<file path="src/rtl/dsa_pkg.sv">
package dsa_pkg;
  typedef enum logic [1:0] {
    IVL_QTR  = 2'b00,
    IVL_HALF = 2'b01,
    IVL_3QTR = 2'b10,
    IVL_RSVD = 2'b11
  } ivl_e;

  localparam ivl_e IVL_RESET = IVL_3QTR;
endpackage

</file>
<file path="src/rtl/dsa_cfg.sv">
module dsa_cfg
  import dsa_pkg::*;
(
  input  logic       clk,
  input  logic       rst,
  input  logic       load_i,
  input  logic [1:0] code_i,
  input  logic       idle_i,
  output ivl_e       code_o,
  output logic       err_o
);
  ivl_e code_q;
  logic err_q;
  logic take;

  assign take = load_i && idle_i;

  always_ff @(posedge clk) begin
    if (rst) begin
      code_q <= IVL_RESET;
      err_q  <= 1'b0;
    end else if (take) begin
      if (code_i == 2'b11) begin
        code_q <= IVL_QTR;
        err_q  <= 1'b1;
      end else begin
        code_q <= ivl_e'(code_i);
      end
    end
  end

  assign code_o = code_q;
  assign err_o  = err_q;

  AST_CODE_HOLD: assert property (@(posedge clk) disable iff (rst)
    !(load_i && idle_i) |=> $stable(code_q));
  AST_ERR_STICKY: assert property (@(posedge clk) disable iff (rst)
    err_q |=> err_q);
  AST_NO_RSVD_KEPT: assert property (@(posedge clk) disable iff (rst)
    code_q != IVL_RSVD);
endmodule

</file>
<file path="src/rtl/dsa_window.sv">
module dsa_window
  import dsa_pkg::*;
#(
  parameter int LEN_W = 16
) (
  input  logic             clk,
  input  logic             rst,
  input  logic             sof_i,
  input  logic [LEN_W-1:0] len_i,
  input  ivl_e             code_i,
  output logic             open_o
);
  logic [LEN_W-1:0] quarter, half, wlen;
  logic [LEN_W-1:0] rem_q;
  logic             open_q;

  assign quarter = len_i >> 2;
  assign half    = len_i >> 1;

  always_comb begin
    unique case (code_i)
      IVL_HALF: wlen = half;
      IVL_3QTR: wlen = half + quarter;
      default:  wlen = quarter;
    endcase
  end

  always_ff @(posedge clk) begin
    if (rst) begin
      rem_q  <= '0;
      open_q <= 1'b0;
    end else if (sof_i) begin
      rem_q  <= wlen;
      open_q <= (wlen != '0);
    end else if (rem_q != '0) begin
      rem_q  <= rem_q - 1'b1;
      open_q <= (rem_q > 1);
    end
  end

  assign open_o = open_q;

  AST_WIN_COUNTDOWN: assert property (@(posedge clk) disable iff (rst)
    (!sof_i && rem_q != '0) |=> (rem_q == $past(rem_q) - 1'b1));
  AST_WIN_STAYS_SHUT: assert property (@(posedge clk) disable iff (rst)
    (!sof_i && rem_q == '0) |=> (rem_q == '0));
  AST_OPEN_MATCH: assert property (@(posedge clk) disable iff (rst)
    open_q == (rem_q != '0));
endmodule

</file>
<file path="src/rtl/dsa_pick.sv">
module dsa_pick #(
  parameter int N = 4
) (
  input  logic [N-1:0] req_i,
  output logic [N-1:0] gnt_o
);
  logic [N-1:0] seen;

  assign seen[0] = 1'b0;
  for (genvar i = 1; i < N; i++) begin : g_chain
    assign seen[i] = seen[i-1] | req_i[i-1];
  end

  assign gnt_o = req_i & ~seen;

  always_comb begin
    AST_PICK_ONEHOT: assert ($onehot0(gnt_o));
  end
endmodule

</file>
<file path="src/rtl/dma_slice_arb.sv">
module dma_slice_arb
  import dsa_pkg::*;
#(
  parameter int NPER  = 4,
  parameter int NNP   = 4,
  parameter int LEN_W = 16
) (
  input  logic             clk,
  input  logic             rst,
  input  logic             sof_i,
  input  logic [LEN_W-1:0] frame_len_i,
  input  logic             cfg_load_i,
  input  logic [1:0]       cfg_code_i,
  input  logic [NPER-1:0]  per_active_i,
  input  logic [NPER-1:0]  per_req_i,
  input  logic [NNP-1:0]   np_req_i,
  output logic [NPER-1:0]  per_gnt_o,
  output logic [NNP-1:0]   np_gnt_o,
  output logic             win_open_o,
  output logic             cfg_err_o
);
  ivl_e            code;
  logic            win_open;
  logic            idle;
  logic            per_ok;
  logic [NPER-1:0] per_pick;
  logic [NNP-1:0]  np_pick;
  logic [NPER-1:0] per_gnt_q;
  logic [NNP-1:0]  np_gnt_q;

  assign idle = ~|per_req_i & ~|np_req_i & ~|per_gnt_q & ~|np_gnt_q;

  dsa_cfg u_cfg (
    .clk    (clk),
    .rst    (rst),
    .load_i (cfg_load_i),
    .code_i (cfg_code_i),
    .idle_i (idle),
    .code_o (code),
    .err_o  (cfg_err_o)
  );

  dsa_window #(.LEN_W(LEN_W)) u_win (
    .clk    (clk),
    .rst    (rst),
    .sof_i  (sof_i),
    .len_i  (frame_len_i),
    .code_i (code),
    .open_o (win_open)
  );

  dsa_pick #(.N(NPER)) u_pick_per (
    .req_i (per_req_i),
    .gnt_o (per_pick)
  );

  dsa_pick #(.N(NNP)) u_pick_np (
    .req_i (np_req_i),
    .gnt_o (np_pick)
  );

  assign per_ok = !sof_i && win_open && (|per_active_i) && (|per_req_i);

  always_ff @(posedge clk) begin
    if (rst) begin
      per_gnt_q <= '0;
      np_gnt_q  <= '0;
    end else begin
      per_gnt_q <= per_ok ? per_pick : '0;
      np_gnt_q  <= (!sof_i && !per_ok) ? np_pick : '0;
    end
  end

  assign per_gnt_o  = per_gnt_q;
  assign np_gnt_o   = np_gnt_q;
  assign win_open_o = win_open;

  AST_GNT_ONEHOT: assert property (@(posedge clk) disable iff (rst)
    $onehot0({per_gnt_o, np_gnt_o}));
  AST_SOF_QUIET: assert property (@(posedge clk) disable iff (rst)
    sof_i |=> (per_gnt_o == '0 && np_gnt_o == '0));
  AST_PER_IN_WINDOW: assert property (@(posedge clk) disable iff (rst)
    win_open_o == 1'b0 && !sof_i |=> per_gnt_o == '0);
  AST_PER_NEEDS_ACTIVE: assert property (@(posedge clk) disable iff (rst)
    per_active_i == '0 |=> per_gnt_o == '0);
  AST_PER_FIRST: assert property (@(posedge clk) disable iff (rst)
    (!sof_i && win_open_o && |per_active_i && |per_req_i) |=> np_gnt_o == '0);
  AST_NP_HAS_REQ: assert property (@(posedge clk) disable iff (rst)
    |np_gnt_o |-> (np_gnt_o & ~$past(np_req_i)) == '0);
endmodule

</file>
<file path="config.mk">
export PLATFORM = sky130hd
export DESIGN_NAME = dma_slice_arb
export DESIGN_NICKNAME = d
export VERILOG_FILES = /design/src/rtl/dsa_pkg.sv /design/src/rtl/dsa_cfg.sv /design/src/rtl/dsa_window.sv /design/src/rtl/dsa_pick.sv /design/src/rtl/dma_slice_arb.sv
export SDC_FILE = /design/constraint.sdc
export NUM_CORES = 1
export LEC_CHECK = 0
export ABC_CLOCK_PERIOD_IN_PS = 3430
export BUFFER_PORTS_ARGS = -buffer_cell sky130_fd_sc_hd__buf_2
export CAP_MARGIN = 10
export CORE_UTILIZATION = 47
export CTS_BUF_LIST = sky130_fd_sc_hd__clkbuf_4 sky130_fd_sc_hd__clkbuf_8
export CTS_CLUSTER_DIAMETER = 80
export DETAILED_ROUTE_END_ITERATION = 8
export PLACE_DENSITY = 0.69
export RECOVER_POWER = 50
export REMOVE_ABC_BUFFERS = 1
export SETUP_SLACK_MARGIN = 0.1
export SLEW_MARGIN = 25
export SYNTH_ARGS = -nofsm -noshare
export SYNTH_HDL_FRONTEND = slang
export SYNTH_SLANG_ARGS = --single-unit
</file>
<file path="constraint.sdc">
create_clock -name clk -period 3.43 [get_ports clk]
set_input_delay 0.686 -clock clk [delete_from_list [all_inputs] [get_ports clk]]
set_output_delay 0.686 -clock clk [all_outputs]
set_load 0.005 [all_outputs]
</file>
# ---- Yosys cells after proc, flatten, opt, wreduce, memory -nomap -nowiden
# Cells that the tools add are included.
dict set report word_totals {
  out_inout_bits 10
  reg_bits 28
  inputBits 34
  wordCells 53
}
dict set report classes {
  order_cmp 1
  bitwise 13
  reduce_logical 22
  n_addsub 2
  mux 6
  n_eq_ne 3
}
# op count
set ops {}
lappend ops {{$mux 16} 2}
lappend ops {{$pmux 16 s2} 1}
lappend ops {{$reduce_bool 16->1} 2}
lappend ops {{$reduce_or 4->1} 5}
lappend ops {{$add 15x14->16} 1}
lappend ops {{$gt 16x1->1 const B} 1}
lappend ops {{$sub 16x1->16 const B} 1}
lappend ops {{$and 4x4->4} 2}
lappend ops {{$not 4->4} 2}
lappend ops {{$logic_not 1->1} 6}
lappend ops {{$logic_and 1x1->1} 5}
lappend ops {{$eq 2x2->1 const B} 2}
lappend ops {{$or 1x1->1} 4}
lappend ops {{$reduce_or 2->1} 2}
lappend ops {{$and 1x1->1} 3}
lappend ops {{$eq 2x1->1 const B} 1}
lappend ops {{$mux 1} 2}
lappend ops {{$mux 2} 1}
lappend ops {{$not 1->1} 2}
lappend ops {{$reduce_and 2->1} 1}
lappend ops {{$reduce_bool 2->1} 1}

# ---- Logic depth before layout (Yosys ltp)
# Gate-level depths: netlist (run 1).
dict set report logic_depth {
  depth_word 8
  ltp_mapped 12
  mapped_depth_nobuf 12
}

# ---- By module
# A second synthesis (run 1) with hierarchy kept.
dict set report hier_totals {
  cells_unflattened 330
  hier_area_um2 2593.7
}
# mod cells_per_inst n_inst area_each_um2
set by_module_without_submodules {}
lappend by_module_without_submodules {dsa_window 282 1 2065.7}
lappend by_module_without_submodules {dma_slice_arb 29 1 336.6}
lappend by_module_without_submodules {dsa_cfg 11 1 118.9}
lappend by_module_without_submodules {dsa_pick 4 2 36.3}

# ---- Least setup slack after synthesis (run 1)
# No wires, ideal clock.
dict set report synth_path {
  kind {input-to-reg}
  start {in frame_len_i[7]}
  end {reg u_win.open_q, in the netlist u_win.open_o}
  n_path_buf 0
  arrival_ns 2.772
  cell_stages 10
  t_required_ns 3.297
  slack_ns 0.525
  cell_sequence {ha_1 > a2111oi_4 > o21ai_2 > a41oi_2 > o21ai_2 > a31o_4 > xnor2_2 > a221oi_1 > and4bb_1 > a211oi_2}
}
dict set report synth_between {
  elab_chain_len 4
}
# item line_no
set synth_lines {}
lappend synth_lines {{from (decl)} dma_slice_arb.sv:11} ;# input logic [LEN_W-1:0] frame_len_i,
lappend synth_lines {{$add 15x14->16} dsa_window.sv:23} ;# IVL_3QTR: wlen = half + quarter;
lappend synth_lines {{$pmux 16 s2 *} dsa_window.sv:21} ;# unique case (code_i)
lappend synth_lines {{$reduce_bool 16->1 *} dsa_window.sv:34} ;# open_q <= (wlen != '0);
lappend synth_lines {{$mux 1 *} dsa_window.sv:32} ;# end else if (sof_i) begin
lappend synth_lines {{to (signal assigned)} dsa_window.sv:34}
lappend synth_lines {{to (signal assigned)} dsa_window.sv:37} ;# open_q <= (rem_q > 1);
lappend synth_lines {{to (decl)} dsa_window.sv:15} ;# logic open_q;
# Every way passes the cells marked *; elsewhere a longest branch is shown, timed or not.
# A chain may end at the register's enable or synchronous reset.

# ---- Worst setup path in the final report (run 1)
dict set report layout_path {
  start {in frame_len_i[2]}
  end {reg u_win.open_q, in the netlist u_win.open_o}
}
# Same word-level chain as after synthesis.

==> impl_metrics.json, run 1 <==
{
  "syn_inst": 291,
  "start_util_pct": 48.92,
  "required_ns": 3.59,
  "top_layer": "met4",
  "htree_levels": 1,
  "multi_input_area_um2": 1663,
  "outcome": "finished clean",
  "core_um2": 4755,
  "ir_drop_mv": 0.1813,
  "synth_edf_count": 0,
  "finClkSkew_ns": 0.002807,
  "grt_max_degree": 25,
  "slew-limit-headroom_pct": 46.61,
  "gp_congestion": 0.7565,
  "drt-pass1-iter-count": 4,
  "finalHoldViolations": 0,
  "setup_viol": 0,
  "drtAntennaViolNets": 0,
  "drive_gt1_share_pct": 17.07,
  "cts_tree": "built",
  "p_leak_nw": 1.167,
  "root_buffer": "clkbuf_8",
  "cts.sinks": 28,
  "wl_met2_mm": 2.464,
  "synth_ff_type": "dfxtp_1",
  "hold_buffers": 0,
  "ys_ff_latch": 28,
  "clk_latency_ns": 0.27,
  "vias": 2218,
  "synth_top_cell_by_area": "dfxtp_1",
  "met3_wirelength_um": 120,
  "postCtsSetupBuffers": 0,
  "clk_pin_slew_worst_paths_ns": 0.10,
  "fill_cells": 483,
  "grt_pass1_wl_mm": 8.845,
  "via_per_inst": 5.615,
  "antenna_found_initial": 0,
  "setup_tns_ns": 0,
  "worstSetupPathType": "in2reg",
  "cts_repair_resize_count": 0,
  "io_pins": 44,
  "syn_avg_cell_area_um2": 7.993,
  "numCtsBuffers": 3,
  "grt_usage_pct": 21.00,
  "ys_seq_area_share_pct": 24.10,
  "cp_max_fo": 4,
  "critPathCaptureType": "register",
  "io_buffer_count": 42,
  "syn_to_final_growth_pct": 14.04,
  "fmax_mhz": 324.7,
  "first_iter_violations": 119,
  "syn_area_um2": 2326,
  "ys.warnings.count": 0,
  "grt_pass1_vias": 2033,
  "synth_top_cell_area_share_pct": 24.10,
  "layout_min_cycle_time_ns": 3.080,
  "ys_types": 60,
  "power_density_nw_per_um2": 374.7,
  "nNetsFinal": 383,
  "worstMarginPinSlew_ns": 0.7936,
  "finalMaxSlewViolations": 0,
  "die_x_um": 72.35,
  "seq_area_um2": 560.5,
  "rsz0062_at_grt": "no",
  "totalPowerFinal_w": 0.0009939,
  "worstPathArrival_ns": 3.24,
  "routed_wirelength_mm": 5.147,
  "hp-class": "reg2reg",
  "synthArstFlopShare_pct": 0,
  "rows": 25,
  "drc": 0,
  "grt_overflow": 0,
  "die_y_um": 72.35,
  "start_kind": "input port",
  "cts_max_path_buffers": 2,
  "dieArea_um2": 5235,
  "cap_violations": 0,
  "dp_hpwl_mm": 4.046,
  "routedWlPerCell_um": 13.03,
  "synth_area_leaders": "dfxtp_1 24%, ha_1 10%, nor2_1 6.0%",
  "route.layer.met1.wl_mm": 2.530,
  "antenna_cells": 0,
  "finalCritPeriodShare_pct": 89.80
}
[layout make-up]
class / instances / share of cell area (%)
tap: 67 / 3.160
sequential: 28 / 21.13
inverter: 15 / 2.123
timing repair buffer: 44 / 8.208
clock buffer: 3 / 1.557
clock inverter: 1 / 1.132
multi-input combinational: 237 / 62.69
[per-stage QoR]
step,area (um^2),util (%),hold WS [ns],std cells,setup WS [ns]
floorplan,2280,-,0.4573,280,0.5323
global placement,2589,54.45,0.4446,391,0.1005
detailed placement,2589,54.45,0.4520,391,0.04301
CTS,2660,55.95,0.4742,395,0.3383
global route,2653,55.79,0.5051,395,0.1276
finish,2653,55.79,0.4708,395,0.3499
[per-layer routing]
metal | vias up | global-route usage (%)
met5 | - | 0
met4 | 0 | 4.575
met3 | 4 | 2.083
met2 | 33 | 35.93
met1 | 1028 | 28.53
li1 | 1153 | -
[worst paths after layout]
kind	startpoint	to	slack (ns)	depth (start not counted)
worst min-delay path	u_cfg.err_o	u_cfg.err_o	0.47	2
worst max-delay path	frame_len_i[2]	u_win.open_o	0.35	13
worst min register to register	u_cfg.err_o	u_cfg.err_o	0.47	2
worst max register to register	u_cfg.code_o[0]	u_win.open_o	0.72	11
[cells in the mapped netlist, drive strengths merged, types with 4 or more instances]
cell,n
a211oi,11
a21o,4
a21oi,24
a221oi,5
and2,5
and3,6
clkbuf,9
dfxtp,28
ha,19
inv,15
nand2,17
nand3,5
nand4,5
nor2,37
nor2b,4
nor3,16
nor4,7
o21ai,7
xnor2,11
xor2,9
[cell families (layout without fill, tap and decap cells)]
logic type,Yosys count,count (layout),share of synthesized area [%]
buffers and inverters,26,63,4.411
and+or+nand+nor,117,117,26.09
adders and majority gates,20,20,11.08
muxes,2,2,0.9145
AOI/OAI and AO/OA,78,78,25.55
xor gates and xnor gates,20,20,7.854
DFF,28,28,24.10
[power by group]
part	total (W)	internal [W]	switching, W
combinational	0.000357	0.000161	0.000196
clock	0.000261	0.000156	0.000104
sequential	0.000376	0.000351	0.0000249
total	0.000994	0.000669	0.000325
[worst max-delay path: stages]
cell	delay (ns)
buf_2	0.11
ha_1	0.19
inv_1	0.07
fa_1	0.41
xnor2_1	0.14
a221oi_1	0.29
a21oi_1	0.12
nor4b_1	0.30
nand2_1	0.09
nor4_1	0.26
nand4_1	0.14
and4bb_1	0.34
a211oi_2	0.08
[cell usage in the layout (no fill, tap or decap), types with 4 or more instances in the layout]
master / n
buf_2: 36
xor2_1: 9
xnor2_1: 10
and3_1: 6
ha_1: 19
nor3_1: 15
a221oi_1: 5
inv_1: 15
nor2b_1: 4
a211oi_1: 10
nand4_1: 5
nor2_1: 37
nor4_1: 6
a21o_1: 4
nand2_1: 17
clkbuf_1: 6
and2_0: 4
dfxtp_1: 28
a21oi_1: 24
nand3_1: 5
[state kept, by name (all words and copies together), names as in the netlist]
name / flops
u_win.open_o: 1
u_cfg.err_o: 1
u_cfg.code_o: 2
u_win.rem_q: 16
per_gnt_o: 4
np_gnt_o: 4
Note: power is estimated with default switching activity, not from simulation.
==> run 2: changes to the inputs <==
==> constraint.sdc (replaced) <==
create_clock -name clk -period 3.43 [get_ports clk]
set_input_delay 0.686 -clock clk [delete_from_list [all_inputs] [get_ports clk]]
set_output_delay 0.686 -clock clk [all_outputs]
set_load 0.02 [all_outputs]
==> impl_metrics.json, run 2 (synthesis gave the netlist of run 1 again) <==
{
  "met3_wirelength_um": 115,
  "setup_viol": 0,
  "vias": 2219,
  "totalPowerFinal_w": 0.0009977,
  "root_buffer": "clkbuf_8",
  "grt_overflow": 0,
  "routed_wirelength_mm": 5.168,
  "drtAntennaViolNets": 0,
  "gp_congestion": 0.7565,
  "slew-limit-headroom_pct": 46.60,
  "finalMaxSlewViolations": 0,
  "postCtsSetupBuffers": 0,
  "antenna_found_initial": 0,
  "io_buffer_count": 42,
  "start_util_pct": 48.92,
  "routedWlPerCell_um": 13.08,
  "grt_usage_pct": 21.00,
  "power_density_nw_per_um2": 377.0,
  "route.layer.met1.wl_mm": 2.552,
  "drc": 0,
  "via_per_inst": 5.618,
  "setup_tns_ns": 0,
  "critPathCaptureType": "register",
  "core_um2": 4755,
  "final_cell_mix": "37 x nor2_1, 31 x buf_2, 28 x dfxtp_1",
  "finalCritPeriodShare_pct": 89.60,
  "largest_reg_flops": 16,
  "io_pins": 44,
  "fmax_mhz": 325.4,
  "required_ns": 3.59,
  "p_leak_nw": 1.147,
  "hold_buffers": 0,
  "grt_pass1_vias": 2033,
  "antenna_cells": 0,
  "nNetsFinal": 383,
  "cts_repair_resize_count": 0,
  "start_kind": "input port",
  "cts_max_path_buffers": 2,
  "finClkSkew_ns": 0.004485,
  "outcome": "finished clean",
  "syn_to_final_growth_pct": 13.77,
  "hp-class": "reg2reg",
  "regMostFlops": "u_win.rem_q",
  "postLayoutCoreUtil_pct": 55.66,
  "rows": 25,
  "finalHoldViolations": 0,
  "cts_tree": "built",
  "clk_pin_slew_worst_paths_ns": 0.10,
  "clk_latency_ns": 0.28,
  "cp_max_fo": 4,
  "layout_min_cycle_time_ns": 3.073,
  "dieArea_um2": 5235,
  "drive_gt1_share_pct": 15.55,
  "worstMarginPinSlew_ns": 0.7936,
  "grt_pass1_wl_mm": 8.845,
  "cap_violations": 0,
  "numCtsBuffers": 3,
  "worstPathArrival_ns": 3.23,
  "top_layer": "met4",
  "rsz0062_at_grt": "no",
  "layout_commonest_cell": "nor2_1",
  "htree_levels": 1,
  "drt-pass1-iter-count": 4,
  "worstSetupPathType": "in2reg",
  "ir_drop_mv": 0.1827,
  "first_iter_violations": 116,
  "dp_hpwl_mm": 4.046,
  "grt_max_degree": 25,
  "die_y_um": 72.35,
  "die_x_um": 72.35,
  "cts.sinks": 28,
  "wl_met2_mm": 2.466
}
## run 2: stage by stage
stage / instances / setup WS (ns) / cell area, um^2 / hold slack, ns
2_1_floorplan: 280 / 0.5323 / 2280 / 0.4573
3_3_place_gp: 391 / 0.1005 / 2589 / 0.4446
4_1_cts: 395 / 0.3383 / 2660 / 0.4742
5_1_grt: 395 / 0.1276 / 2646 / 0.5194
6_report: 395 / 0.3568 / 2646 / 0.4754
3_5_place_dp: 391 / 0.04301 / 2589 / 0.4520
## run 2: where the power goes
group	leakage (nW)	switching, W	internal (W)
Combinational	0.881	0.000198	0.000161
Sequential	0.230	0.0000252	0.000351
Clock	0.0357	0.000106	0.000156
Total	1.15	0.000329	0.000669
## run 2: metal layers
metal | global-route usage [%] | vias to the layer above
met1 | 28.53 | 1030
met4 | 4.575 | 0
met2 | 35.93 | 33
met3 | 2.083 | 4
li1 | - | 1152
met5 | 0 | -
## run 2: path summary, 6_finish.rpt
kind                                      start      endpoint  slack [ns]  cells after the start
worst max-delay path             frame_len_i[2]  u_win.open_o        0.36                     13
worst min-delay path                u_cfg.err_o   u_cfg.err_o        0.48                      2
worst max register to register  u_cfg.code_o[0]  u_win.open_o        0.72                     11
worst min register to register      u_cfg.err_o   u_cfg.err_o        0.48                      2
## run 2: cell type report
type,count,area [um^2]
Timing Repair Buffer,44,211.5
Tap cell,67,83.83
Clock buffer,3,41.29
Fill cell,484,2108
Clock inverter,1,30.03
Sequential cell,28,560.5
Multi-Input combinational cell,237,1663
Inverter,15,56.30
## run 2: worst max-delay path, cell delays in order
cell      delay (ns)
buf_2           0.11
ha_1            0.19
inv_1           0.07
fa_1            0.41
xnor2_1         0.14
a221oi_1        0.29
a21oi_1         0.12
nor4b_1         0.30
nand2_1         0.09
nor4_1          0.26
nand4_1         0.14
and4bb_1        0.34
a211oi_2        0.08
==> run 3: changes to the inputs <==
ABC_AREA = 1   (was not set)
ABC_CLOCK_PERIOD_IN_PS = not set   (was 3430)
PLACE_DENSITY = 0.68   (was 0.69)
==> impl_metrics.json, run 3 <==
{
  "layout_min_cycle_time_ns": 2.590,
  "syn_avg_cell_area_um2": 6.016,
  "grt_pass1_wl_mm": 10.91,
  "start_kind": "register",
  "cp_max_fo": 17,
  "drive_gt1_share_pct": 11.36,
  "io_pins": 44,
  "setup_tns_ns": 0,
  "ys_seq_area_share_pct": 20.80,
  "netSwitchingPower_w": 0.0003678,
  "htree_levels": 1,
  "cp_common_cell": "nand3_1",
  "layout_commonest_cell": "nand2_1",
  "routedWlPerCell_um": 11.21,
  "syn_area_um2": 2695,
  "slowest_stage": "ha_1",
  "grt_overflow": 0,
  "die_x_um": 77.73,
  "synth_ff_type": "dfxtp_1",
  "ir_drop_mv": 0.2502,
  "setup_viol": 0,
  "postCtsSetupBuffers": 0,
  "ys_types": 35,
  "grt_max_degree": 21,
  "gp_congestion": 0.8768,
  "required_ns": 3.59,
  "hp-class": "reg2reg",
  "worstSetupPathType": "reg2reg",
  "antenna_cells": 0,
  "power_density_nw_per_um2": 340.1,
  "outcome": "finished clean",
  "antenna_found_initial": 0,
  "critPathMaxStageDelay_ns": 0.61,
  "p_comb_share_pct": 37.2,
  "routed_wirelength_mm": 6.235,
  "cts_repair_resize_count": 0,
  "ys.warnings.count": 0,
  "cap_violations": 0,
  "regMostFlops": "u_win.rem_q",
  "via_per_inst": 5.072,
  "seq_area_um2": 560.5,
  "finalCritPeriodShare_pct": 75.51,
  "cts_tree": "built",
  "clkPwrFrac_pct": 25.5,
  "synth_edf_count": 0,
  "worstMarginPinSlew_ns": 0.8692,
  "cts_max_path_buffers": 2,
  "fmax_mhz": 386.1,
  "synth_most_common_cell": "nand2_1",
  "drt-pass1-iter-count": 4,
  "slew-limit-headroom_pct": 41.84,
  "sequentialPowerShare_pct": 37.3,
  "p_int_w": 0.0006534,
  "hold_buffers": 0,
  "synth_top_cell_area_share_pct": 20.80,
  "finClkSkew_ns": 0.005241,
  "nNetsFinal": 539,
  "fill_cells": 572,
  "multi_input_area_um2": 1848,
  "syn_to_final_growth_pct": 11.42,
  "die_y_um": 77.73,
  "p_leak_nw": 1.565,
  "grt_usage_pct": 21.90,
  "synthArstFlopShare_pct": 0,
  "finalHoldViolations": 0,
  "crit_chain": "inv_1 > ha_1 > inv_1 > nand3b_1 > nand3_1 > nor2_1 > nand4_1 > nor2_1 > nand3_1 > nor3_1 > nand3_1 > nand2_1 > a21oi_1",
  "root_buffer": "clkbuf_8",
  "vias": 2820,
  "largest_reg_flops": 16,
  "synth_commonest_cells": "129 x nand2_1, 62 x inv_1, 49 x nand3_1, 39 x a21oi_1, 39 x nor2_1",
  "clk_latency_ns": 0.28,
  "rsz0062_at_grt": "no",
  "whs_ns": 0.4836,
  "sw_frac_of_total_pct": 36.02,
  "io_buffer_count": 42,
  "critPathCaptureType": "register",
  "r2r_slack_ns": 0.84,
  "core_um2": 5507,
  "worstPathArrival_ns": 2.75,
  "synth_area_leaders": "dfxtp_1 21%, nand2_1 18%, nand3_1 9.1%",
  "first_iter_violations": 109,
  "critPathBufInv": 2,
  "start_util_pct": 48.94,
  "rows": 27,
  "cts.sinks": 28,
  "ys_ff_latch": 28,
  "final_cell_mix": "129 x nand2_1, 62 x inv_1, 49 x nand3_1",
  "syn_inst": 448,
  "grt_pass1_vias": 2530,
  "synth_top_cell_by_area": "dfxtp_1",
  "clk_pin_slew_worst_paths_ns": 0.09,
  "numCtsBuffers": 3,
  "dieArea_um2": 6041,
  "dp_hpwl_mm": 5.102,
  "crit_family": "simple AND/OR/NAND/NOR gates",
  "drtAntennaViolNets": 0,
  "finalMaxSlewViolations": 0,
  "drc": 0
}
-- run 3: changes by cell type after synthesis, sizes merged, moves of 7 or more --
cell / before / now
nand2: 17 / 130
xnor2: 11 / 4
a21oi: 24 / 40
nand3: 5 / 51
or2: 1 / 9
inv: 15 / 63
-- run 3: worst paths after layout --
kind / cells after the start / endpoint / start
worst min register to register: 1 / u_cfg.err_o / u_cfg.err_o
worst max-delay path: 13 / u_win.open_o / u_cfg.code_o[0]
worst max register to register: 13 / u_win.open_o / u_cfg.code_o[0]
worst min-delay path: 1 / u_cfg.err_o / u_cfg.err_o
-- run 3: kinds of logic after synthesis --
| kind of cell | share of synthesized area (%) |
|---|---|
| AND/OR/NAND/NOR | 44.75 |
| buffers and inverters | 10.63 |
| AO/OA/AOI/OAI | 10.68 |
| flip-flops | 20.80 |
| adder cells (fa/ha/maj) | 9.564 |
| XOR/XNOR | 3.575 |
-- run 3: area by class of cell --
| type | count | area share [%] |
|---|---|---|
| Clock inverter | 1 | 1.000 |
| Timing Repair Buffer | 42 | 6.542 |
| Sequential cell | 28 | 18.67 |
| Inverter | 63 | 7.875 |
| Tap cell | 72 | 3.000 |
| Multi-Input combinational cell | 347 | 61.54 |
| Clock buffer | 3 | 1.375 |
-- run 3: power by group through the flow --
stage                     logic (W)  registers [W]  clock network [W]
after CTS                  0.000382       0.000381           0.000267
after floorplan            0.000283       0.000387                  0
final                      0.000380       0.000381           0.000260
after global routing       0.000441       0.000385           0.000283
after global placement     0.000374       0.000388                  0
after detailed placement   0.000380       0.000389                  0
-- run 3: metrics by stage --
stage	area (um^2)	util, %	worst slack [ns]	total power, W	instances
2_1_floorplan	2645	-	1.090	0.0006696	438
3_3_place_gp	2945	53.49	0.6579	0.0007622	552
3_5_place_dp	2945	53.49	0.5894	0.0007691	552
4_1_cts	3017	54.78	0.8571	0.001031	556
5_1_grt	3003	54.53	0.4466	0.001108	556
6_report	3003	54.53	0.8400	0.001021	556
-- run 3: per-layer routing --
| metal | share of wire, % | track usage [%] |
|---|---|---|
| met1 | 50 | 29.28 |
| met2 | 46 | 38.23 |
| met3 | 3.4 | 2.471 |
| met4 | 0.35 | 3.396 |
| met5 | 0 | 0 |
